$ cat config.mk
export PLATFORM = sky130hd
export DESIGN_NAME = stat_bank
export DESIGN_NICKNAME = d
export VERILOG_FILES = /design/src/rtl/stat_bank.sv
export SDC_FILE = /design/constraint.sdc
export NUM_CORES = 1
export LEC_CHECK = 0
export BUFFER_PORTS_ARGS = -buffer_cell sky130_fd_sc_hd__buf_2
export CAP_MARGIN = 40
export CORE_AREA = 2 2 258 260
export DETAILED_ROUTE_END_ITERATION = 12
export DIE_AREA = 0 0 260 262
export PLACE_DENSITY = 0.59
export SETUP_SLACK_MARGIN = 0.02
export SYNTH_ARGS = -nofsm -noshare
export SYNTH_HDL_FRONTEND = slang
export SYNTH_SLANG_ARGS = --single-unit
$ cat constraint.sdc
create_clock -name clk -period 5.25 [get_ports clk]
set_input_delay 1.05 -clock clk [delete_from_list [all_inputs] [get_ports clk]]
set_output_delay 1.05 -clock clk [all_outputs]
set_load 0.01 [all_outputs]
$ cat src/rtl/stat_bank.sv
module stat_bank #(
  parameter int NPORTS = 4,
  parameter int NCNT   = 4,
  parameter int CW     = 32,
  localparam int NMAC  = NCNT - 1,
  localparam int PW    = (NPORTS > 1) ? $clog2(NPORTS) : 1,
  localparam int IW    = $clog2(NCNT + 2)
) (
  input  logic                   clk,
  input  logic                   rst_n,
  input  logic [NPORTS*NMAC-1:0] mac_evt,
  input  logic [NPORTS-1:0]      qm_filt,
  input  logic                   rd_en,
  input  logic [PW-1:0]          rd_port,
  input  logic [IW-1:0]          rd_idx,
  output logic                   rd_valid,
  output logic [CW-1:0]          rd_data,
  input  logic                   wr_en,
  input  logic                   wr_mask,
  input  logic [PW-1:0]          wr_port,
  input  logic [NCNT-1:0]        wr_data,
  output logic                   irq
);

  logic [CW-1:0]                  cnt_flat [NPORTS*NCNT];
  logic [NPORTS-1:0][NCNT-1:0]    wrap;
  logic [NPORTS-1:0][NCNT-1:0]    flag_q;
  logic [NPORTS-1:0][NCNT-1:0]    mask_q;
  logic [CW-1:0]                  rd_mux;

  for (genvar p = 0; p < NPORTS; p++) begin : g_port
    for (genvar c = 0; c < NCNT; c++) begin : g_cnt
      logic          inc;
      logic [CW-1:0] cnt_q;
      if (c == NCNT - 1) begin : g_filt
        assign inc = qm_filt[p];
      end else begin : g_mac
        assign inc = mac_evt[p*NMAC + c];
      end
      always_ff @(posedge clk) begin
        if (!rst_n)   cnt_q <= '0;
        else if (inc) cnt_q <= cnt_q + 1'b1;
      end
      assign wrap[p][c]           = inc & (&cnt_q);
      assign cnt_flat[p*NCNT + c] = cnt_q;
    end

    logic clr_hit, msk_hit;
    assign clr_hit = wr_en && !wr_mask && (wr_port == PW'(p));
    assign msk_hit = wr_en &&  wr_mask && (wr_port == PW'(p));

    always_ff @(posedge clk) begin
      if (!rst_n) begin
        flag_q[p] <= '0;
        mask_q[p] <= '0;
      end else begin
        flag_q[p] <= (flag_q[p] & ~(clr_hit ? wr_data : '0)) | wrap[p];
        if (msk_hit) mask_q[p] <= wr_data;
      end
    end
  end

  assign irq = |(flag_q & ~mask_q);

  always_comb begin
    rd_mux = '0;
    for (int p = 0; p < NPORTS; p++) begin
      if (rd_port == PW'(p)) begin
        for (int c = 0; c < NCNT; c++)
          if (rd_idx == IW'(c)) rd_mux = cnt_flat[p*NCNT + c];
        if (rd_idx == IW'(NCNT))     rd_mux = CW'(flag_q[p]);
        if (rd_idx == IW'(NCNT + 1)) rd_mux = CW'(mask_q[p]);
      end
    end
  end

  always_ff @(posedge clk) begin
    if (!rst_n) begin
      rd_valid <= 1'b0;
      rd_data  <= '0;
    end else begin
      rd_valid <= rd_en;
      if (rd_en) rd_data <= rd_mux;
    end
  end

endmodule


# Yosys cells after proc, flatten, opt, wreduce, memory -nomap -nowiden
# Cells that the tools add are included.
[totals]
register_bits = 577
in_bits = 32
out_inout_bits = 34
elab_cells = 146
[op_classes]
n_addsub = 16
n_eq_ne = 11
muxes = 32
n_bitwise = 30
reduce_logical = 31
[ops]
columns = ["cell", "n"]
rows = [
  ["$mux W32", 28],
  ["$add A32 B1 Y32 const B", 16],
  ["$reduce_and A32 Y1", 16],
  ["$and A1 B1 Y1", 16],
  ["$and A16 B16 Y16", 1],
  ["$and A4 B4 Y4", 4],
  ["$mux W4", 4],
  ["$not A16 Y16", 1],
  ["$not A4 Y4", 4],
  ["$or A4 B4 Y4", 4],
  ["$reduce_or A16 Y1", 1],
  ["$logic_and A1 B1 Y1", 10],
  ["$eq A2 B2 Y1 const B", 4],
  ["$eq A3 B2 Y1 const B", 2],
  ["$eq A3 B3 Y1 const B", 2],
  ["$eq A2 B1 Y1 const B", 2],
  ["$logic_not A2 Y1", 2],
  ["$eq A3 B1 Y1 const B", 1],
  ["$logic_not A3 Y1", 1],
  ["$logic_not A1 Y1", 1],
]

# Longest topological paths before layout
# Gate-level depths: netlist of run 1.
[depth]
word_depth = 29
mapped_depth = 9
mapped_depth_nobuf = 6

# Worst setup path after synthesis of run 1
# Ideal clock, no wire load.
[synth_timing]
kind = "input-to-reg"
start = "in rd_idx[0]"
end = "reg rd_data[21]"
setup_time_ns = 0.136
arrival_ns = 2.869
required_ns = 5.114
setup_slack_ns = 2.245
cell_stages = 7
n_path_buf = 4
path_cell_list = "buf_2 > clkbuf_1 > clkbuf_1 > buf_1 > mux2_2 > o21ai_0 > a31oi_1"
[synth_between]
elab_chain_cells = 29
word_cells_on_any_way = 34
cone_classes = "eq/ne (5); mux (28); reduce/logical (1)"
[synth_lines]
columns = ["element", "line", "rtl"]
rows = [
  ["from (decl)", "15", "input logic [IW-1:0] rd_idx,"],
  ["$logic_not A3 Y1", "70", "if (rd_idx == IW'(c)) rd_mux = cnt_flat[p*NCNT + c];"],
  ["$mux W32 (4 in a row)", "70", ""],
  ["$mux W32", "71", "if (rd_idx == IW'(NCNT)) rd_mux = CW'(flag_q[p]);"],
  ["$mux W32", "72", "if (rd_idx == IW'(NCNT + 1)) rd_mux = CW'(mask_q[p]);"],
  ["$mux W32", "68", "if (rd_port == PW'(p)) begin"],
  ["$mux W32 (4 in a row)", "70", ""],
  ["$mux W32", "71", ""],
  ["$mux W32", "72", ""],
  ["$mux W32", "68", ""],
  ["$mux W32 (4 in a row)", "70", ""],
  ["$mux W32", "71", ""],
  ["$mux W32", "72", ""],
  ["$mux W32", "68", ""],
  ["$mux W32 (4 in a row)", "70", ""],
  ["$mux W32", "71", ""],
  ["$mux W32", "72", ""],
  ["$mux W32 *", "68", ""],
  ["to (signal assigned)", "83", "if (rd_en) rd_data <= rd_mux;"],
  ["to (decl)", "17", "output logic [CW-1:0] rd_data,"],
]
# Mark *: on every way between the ends. The rest lies on a longest branch, timed or not.
# A chain may end at the register's enable or synchronous reset.

# Worst setup path in the final report of run 1
[layout_timing]
start = "in rd_idx[1]"
end = "reg rd_data[31]"
# The elaborated chain is that of the path after synthesis.

==> results of run 1 <==
-- state kept, by name, summed over array words and instances, names as in the netlist --
name	count
rd_valid	1
flag_q	16
g_port.g_cnt.cnt_q	512
rd_data	32
mask_q	16
-- logic make-up after synthesis --
logic type                 Yosys count  synth area share (%)
buffers and inverters              265                  3.46
DFF                                577                  39.8
AOI/OAI and AO/OA                  499                  11.0
and+or+nand+nor                   1537                  26.4
muxes                              136                  6.23
adders and majority gates           16                 0.689
xor gates and xnor gates           411                  12.4
-- power by group through the flow --
stage               Sequential (mW)  Combinational, mW  Clock [mW]
detailed placement             4.59              0.486           0
global placement               4.59              0.478           0
finish                         4.50              0.496        4.86
floorplan                      4.56              0.315           0
CTS                            4.49              0.488        4.94
global route                   4.50              0.530        5.10
-- routing by layer --
layer | vias up | global-route usage [%]
li1 | 12200 | -
met1 | 12500 | 37.7
met2 | 908 | 43.8
met3 | 199 | 5.15
met4 | 4 | 13.3
met5 | - | 0
-- worst min path at each step --
stage,start,endpoint,slack (ps),cells past startpoint
6_report,g_port[0].g_cnt[1].cnt_q[30],g_port[0].g_cnt[1].cnt_q[30],480,2
3_5_place_dp,g_port[0].g_cnt[1].cnt_q[30],g_port[0].g_cnt[1].cnt_q[30],480,2
5_1_grt,flag_q[15],flag_q[15],510,2
2_1_floorplan,flag_q[2],flag_q[2],440,2
3_3_place_gp,g_port[0].g_cnt[1].cnt_q[30],g_port[0].g_cnt[1].cnt_q[30],470,2
4_1_cts,g_port[0].g_cnt[1].cnt_q[30],g_port[0].g_cnt[1].cnt_q[30],480,2
-- through the flow --
step                      setup WS (ps)  total power [mW]
after floorplan                    2250              4.88
after global placement             1550              5.07
after detailed placement           1480              5.08
after CTS                          2110              9.92
after global routing               1910              10.1
final                              1920              9.85
-- critical path, stage by stage --
cell,delay [ps]
buf_4,410
buf_4,690
nand2b_1,110
buf_4,290
a211oi_1,630
o22ai_1,250
a21oi_1,180
a31oi_1,100
-- area by class of cell --
class	count	area share (%)
inverters	64	0.765
diodes	2	0.0155
clock inverters	12	0.506
flip-flops and latches	577	35.7
multi-input cells	2599	51.2
well taps	864	3.34
clock buffers	106	6.51
repair buffers	102	1.99
-- cell usage after synthesis, types with 3 or more instances --
cell       number
dfxtp_1       577
nor2_1        531
xor2_1        261
nand2_1       218
clkbuf_1      179
nand4_1       172
nand3_1       167
xnor2_1       150
o21ai_0       144
a21oi_1        99
a211oi_1       95
nor2b_1        80
mux2i_1        74
inv_1          63
or3_1          63
nor3_1         61
and4_1         59
o221ai_1       57
and3_1         49
nor4_1         48
and2_1         35
mux4_2         33
o22ai_1        31
mux2_2         29
or4_1          19
ha_1           16
a31oi_1        14
buf_1          14
o31ai_1        14
nand2b_1       11
o21bai_1       11
o221a_2         9
buf_2           7
o211ai_1        7
or2_2           6
a221oi_1        4
a2bb2oi_1       4
nor3b_1         4
nor4_2          3
==> results.yml, run 1 <==
outcome:
  result_of_the_run: "completed"
power:
  power.sequential.fraction_pct: 45.6
  internal_power_mw: 7.51
  clock_power_share_pct: 49.3
  sw_frac_of_total_pct: 23.7
  comb_power_share_pct: 5.0
  pleak_nw: 11.0
  cellPowerDensity_nw_per_um2: 304
  irDropWorstVdd_v: 0.000247
  power.net_switching_mw: 2.34
yosys:
  yosysUniqueCellTypes: 57
  synth_area_per_cell_sq_um: 8.44
  synth_top_area_share_pct: 39.8
  synth_fp_nets: 3489
  ys_async_sr_fraction_pct: 0
  synth-seq-cells: 577
  synth-main-ff-cell: "dfxtp_1"
  ys_seq_area_share_pct: 39.8
  synth_edf_count: 0
  ys.warnings.count: 0
  netlist_instances: 3441
  yosysTopAreaCell: "dfxtp_1"
  synth.top_cells.by_area: "dfxtp_1 (40%), xor2_1 (7.9%), nor2_1 (6.9%)"
  mappedNetlistArea_sq_um: 29100
timing:
  timing.slew.headroom_pct: 36.8
  drv_slew: 0
  setup_viol_count_final: 0
  totalNegativeSetupSlack_ps: 0
  rsz0062_at_grt: "false"
  clock.fmax_ghz: 0.300
  max_slew.worst_pin.slew_ps: 947
  finalClockSkew_ps: 24.5
  fraction_of_the_cycle_the_final_worst_path_needs_pct: 63.5
  hold_violation_total_from_the_final_report: 0
  hold_ws_ps: 482
  layout_min_cycle_time_ps: 3330
cells_and_area:
  final-seq-area_sq_um: 11600
  areaGrowthSynthToFinish_pct: 11.4
  finish.instance_area_sq_um: 32400
  final_layout_size_suffix_gt1_share_pct: 8.70
  fin_nets: 3459
  layout_common_cells: "dfxtp_1 (577), nor2_1 (530), xor2_1 (261), nand2_1 (218), nand4_1 (172)"
  final.fill_count: 6240
  utilization_after_layout_pct: 49.6
  most_common_cell_after_layout_fill_and_taps_aside: "dfxtp_1"
  layout.cells.non_filler: 4326
  multi_input_area_sq_um: 16600
clocking:
  cts_htree_levels: 3
  post_cts_resize_count: 0
  cts_setup_buffers: 0
  clk_latency_ps: 620
  clock_sink_count: 577
  tritoncts: "yes"
  ctsLongestPathBuffers: 3
  cts.hold.buffers_added: 0
  worst_path_clk_slew_ps: 60
  cts.root.buffer_cell: "clkbuf_16"
  numCtsBuffers: 67
placement:
  dpl_cell_area_sq_um: 30100
  dpl.hpwl_um: 71500
  numPlacedInstances: 4206
  port-buffer-count: 65
  gpl.final_weighted_congestion: 0.980
grt:
  grt-ovfl-total: 0
  number_of_global_route_vias_before_repair: 24100
  antenna_found_initial: 5
  globalRouteTotalUtil_pct: 28.1
  grt_start_max_net_pins: 177
  grt_pass1_wl_um: 147000
worst_setup_path:
  cp-end-kind: "flop"
  r2r_cell_count: 5
  worst_setup_path_startpoint: "rd_idx[1]"
  worstSetupPathType: "input pin to flop"
  setup.worst_path.start_class: "input pin"
  worstPathRequired_ps: 5710
  reg2reg_slack_ps: 2570
  worst_r2r_endpoint: "flag_q[8]"
  worst_ep_arrival_time_ps: 3800
  worst_r2r_start: "g_port[2].g_cnt[0].cnt_q[5]"
  setup.worst_path.end: "rd_data[31]"
  critical_path_peak_fanout: 58
detailed_routing:
  highest_routed_layer: "met5"
  m1WireLength_um: 41800
  finalWirelength_um: 96900
  drcViolationCount: 0
  detailedRoute.firstIterationViolations: 2473
  num_vias: 25800
  route.met3.wl_um: 7090
  final_antenna_net_count: 0
  routed_met2_length_um: 43200
  route.detailed.wl_per_inst_um: 22.4
  routed_via_density: 5.96
  drt-pass1-iter-count: 5
floorplan:
  die_w_um: 260
  die-height_um: 262
  design.die.area_sq_um: 68100
  ioPinCount: 66
  fp-row-count: 94
  core_area_sq_um: 65300
  start_util_pct: 44.5
job:
  cap_violations: 0
min_path:
  worstHoldPathType: "flop to flop"
No activity file was read; power rests on OpenSTA's default activity.
==> run 2, diff against run 1 <==
--- a/config.mk
+++ b/config.mk
@@ -10,7 +10,7 @@
 export CORE_AREA = 2 2 258 260
 export DETAILED_ROUTE_END_ITERATION = 12
 export DIE_AREA = 0 0 260 262
-export PLACE_DENSITY = 0.59
+export PLACE_DENSITY = 0.61
 export SETUP_SLACK_MARGIN = 0.02
 export SYNTH_ARGS = -nofsm -noshare
 export SYNTH_HDL_FRONTEND = slang
==> constraint.sdc (replaced) <==
create_clock -name clk -period 2.9 [get_ports clk]
set_input_delay 0.58 -clock clk [delete_from_list [all_inputs] [get_ports clk]]
set_output_delay 0.58 -clock clk [all_outputs]
set_load 0.01 [all_outputs]
==> run 2 against run 1 <==
First-iteration DRC count increased by 2.6%. Cell area increased by 2.1%. Combinational power increased by 99%. Critical path type is now flop to primary output. Critical endpoint is now irq. Largest power group unchanged.
==> results.yml, run 2 (synthesized netlist as in run 1, its figures left out) <==
outcome:
  result_of_the_run: "completed"
timing:
  drv_slew: 0
  layout_min_cycle_time_ps: 2700
  fraction_of_the_cycle_the_final_worst_path_needs_pct: 93.2
  finalClockSkew_ps: 19.0
  clock.fmax_ghz: 0.370
  rsz0062_at_grt: "false"
  totalNegativeSetupSlack_ps: 0
  hold_violation_total_from_the_final_report: 0
  max_slew.worst_pin.slew_ps: 726
  hold_ws_ps: 288
  timing.slew.headroom_pct: 51.5
  setup_viol_count_final: 0
clocking:
  cts.root.buffer_cell: "clkbuf_16"
  clock_sink_count: 577
  cts.hold.buffers_added: 0
  cts_setup_buffers: 0
  numCtsBuffers: 68
  clk_latency_ps: 610
  post_cts_resize_count: 0
  ctsLongestPathBuffers: 3
  cts_htree_levels: 3
  worst_path_clk_slew_ps: 60
  tritoncts: "yes"
cells_and_area:
  fin_nets: 3539
  final.fill_count: 6292
  largest_reg_flops: 512
  final_layout_size_suffix_gt1_share_pct: 10.8
  most_common_cell_after_layout_fill_and_taps_aside: "dfxtp_1"
  layout_common_cells: "dfxtp_1 (577), nor2_1 (530), xor2_1 (261), nand2_1 (218), nand4_1 (172)"
  utilization_after_layout_pct: 50.6
  reg.largest.list: "g_port.g_cnt.cnt_q (512), rd_data (32)"
  register_name_with_the_most_flops: "g_port.g_cnt.cnt_q"
  areaGrowthSynthToFinish_pct: 13.7
  finish.instance_area_sq_um: 33000
detailed_routing:
  num_vias: 25500
  drcViolationCount: 0
  detailedRoute.firstIterationViolations: 2537
  finalWirelength_um: 91400
  drt-pass1-iter-count: 5
  routed_via_density: 5.78
  route.detailed.wl_per_inst_um: 20.8
  final_antenna_net_count: 0
worst_setup_path:
  setup.worst_path.start_class: "flop"
  cp-end-kind: "primary output"
  worstPathRequired_ps: 2320
  worstSetupPathType: "flop to primary output"
  critical_path_peak_fanout: 3
  worst_ep_arrival_time_ps: 2120
placement:
  port-buffer-count: 65
  gpl.final_weighted_congestion: 0.930
  dpl_cell_area_sq_um: 30800
  dpl.hpwl_um: 67200
floorplan:
  start_util_pct: 44.5
  core_area_sq_um: 65300
  design.die.area_sq_um: 68100
  die_w_um: 260
  die-height_um: 262
  ioPinCount: 66
  fp-row-count: 94
power:
  pleak_nw: 11.4
  fin_total_pwr_mw: 17.8
  cellPowerDensity_nw_per_um2: 539
  irDropWorstVdd_v: 0.000509
min_path:
  worstHoldPathType: "input pin to flop"
grt:
  antenna_found_initial: 5
  grt-ovfl-total: 0
  grt_pass1_wl_um: 140000
  globalRouteTotalUtil_pct: 26.5
  number_of_global_route_vias_before_repair: 23100
  grt_start_max_net_pins: 115
job:
  cap_violations: 0
-- run 2: stage by stage --
stage          instances  setup WS (ps)
2_1_floorplan       3441            365
3_3_place_gp        4285            320
3_5_place_dp        4285            362
4_1_cts             4403            327
5_1_grt             4403            238
6_report            4404            197
-- run 2: final timing paths --
kind                                      from                           end  slack (ps)  cells past startpoint
setup / recovery                     mask_q[3]                           irq         200                      4
hold / removal                      mac_evt[6]   g_port[2].g_cnt[0].cnt_q[0]         290                      3
setup reg to reg   g_port[2].g_cnt[1].cnt_q[7]  g_port[2].g_cnt[1].cnt_q[27]         390                      5
hold reg to reg   g_port[0].g_cnt[1].cnt_q[30]  g_port[0].g_cnt[1].cnt_q[30]         480                      2
-- run 2: area by class of cell --
class                      instances  area, sq um  share of cell area [%]
antenna                            1         2.50                 0.00757
clock buffer                     103         2100                    6.35
clock inverter                    15          150                   0.454
inverter                          64          248                   0.750
multi-input combinational       2599        16500                    50.1
sequential                       577        11600                    35.0
tap                              864         1080                    3.27
timing repair buffer             181         1370                    4.15
-- run 2: layer usage --
metal  share of wire, %  global-route usage [%]  vias up
met5              0.012                       0        -
met4                4.1                    10.6        2
met3                6.9                    4.55      171
met2                 44                    40.7      887
met1                 45                    37.0    12100
li1                   -                       -    12400
-- run 2: critical path, cell delays in order, from the launching register on --
cell and delay, ps:
dfxtp_1 390, inv_1 60, a221oi_1 500, nand4_1 320, buf_2 240
-- run 2: power breakdown --
part / total, mW / switching [mW] / internal [mW]
logic: 0.986 / 0.646 / 0.340
registers: 8.14 / 0.129 / 8.01
clock network: 8.70 / 3.46 / 5.24
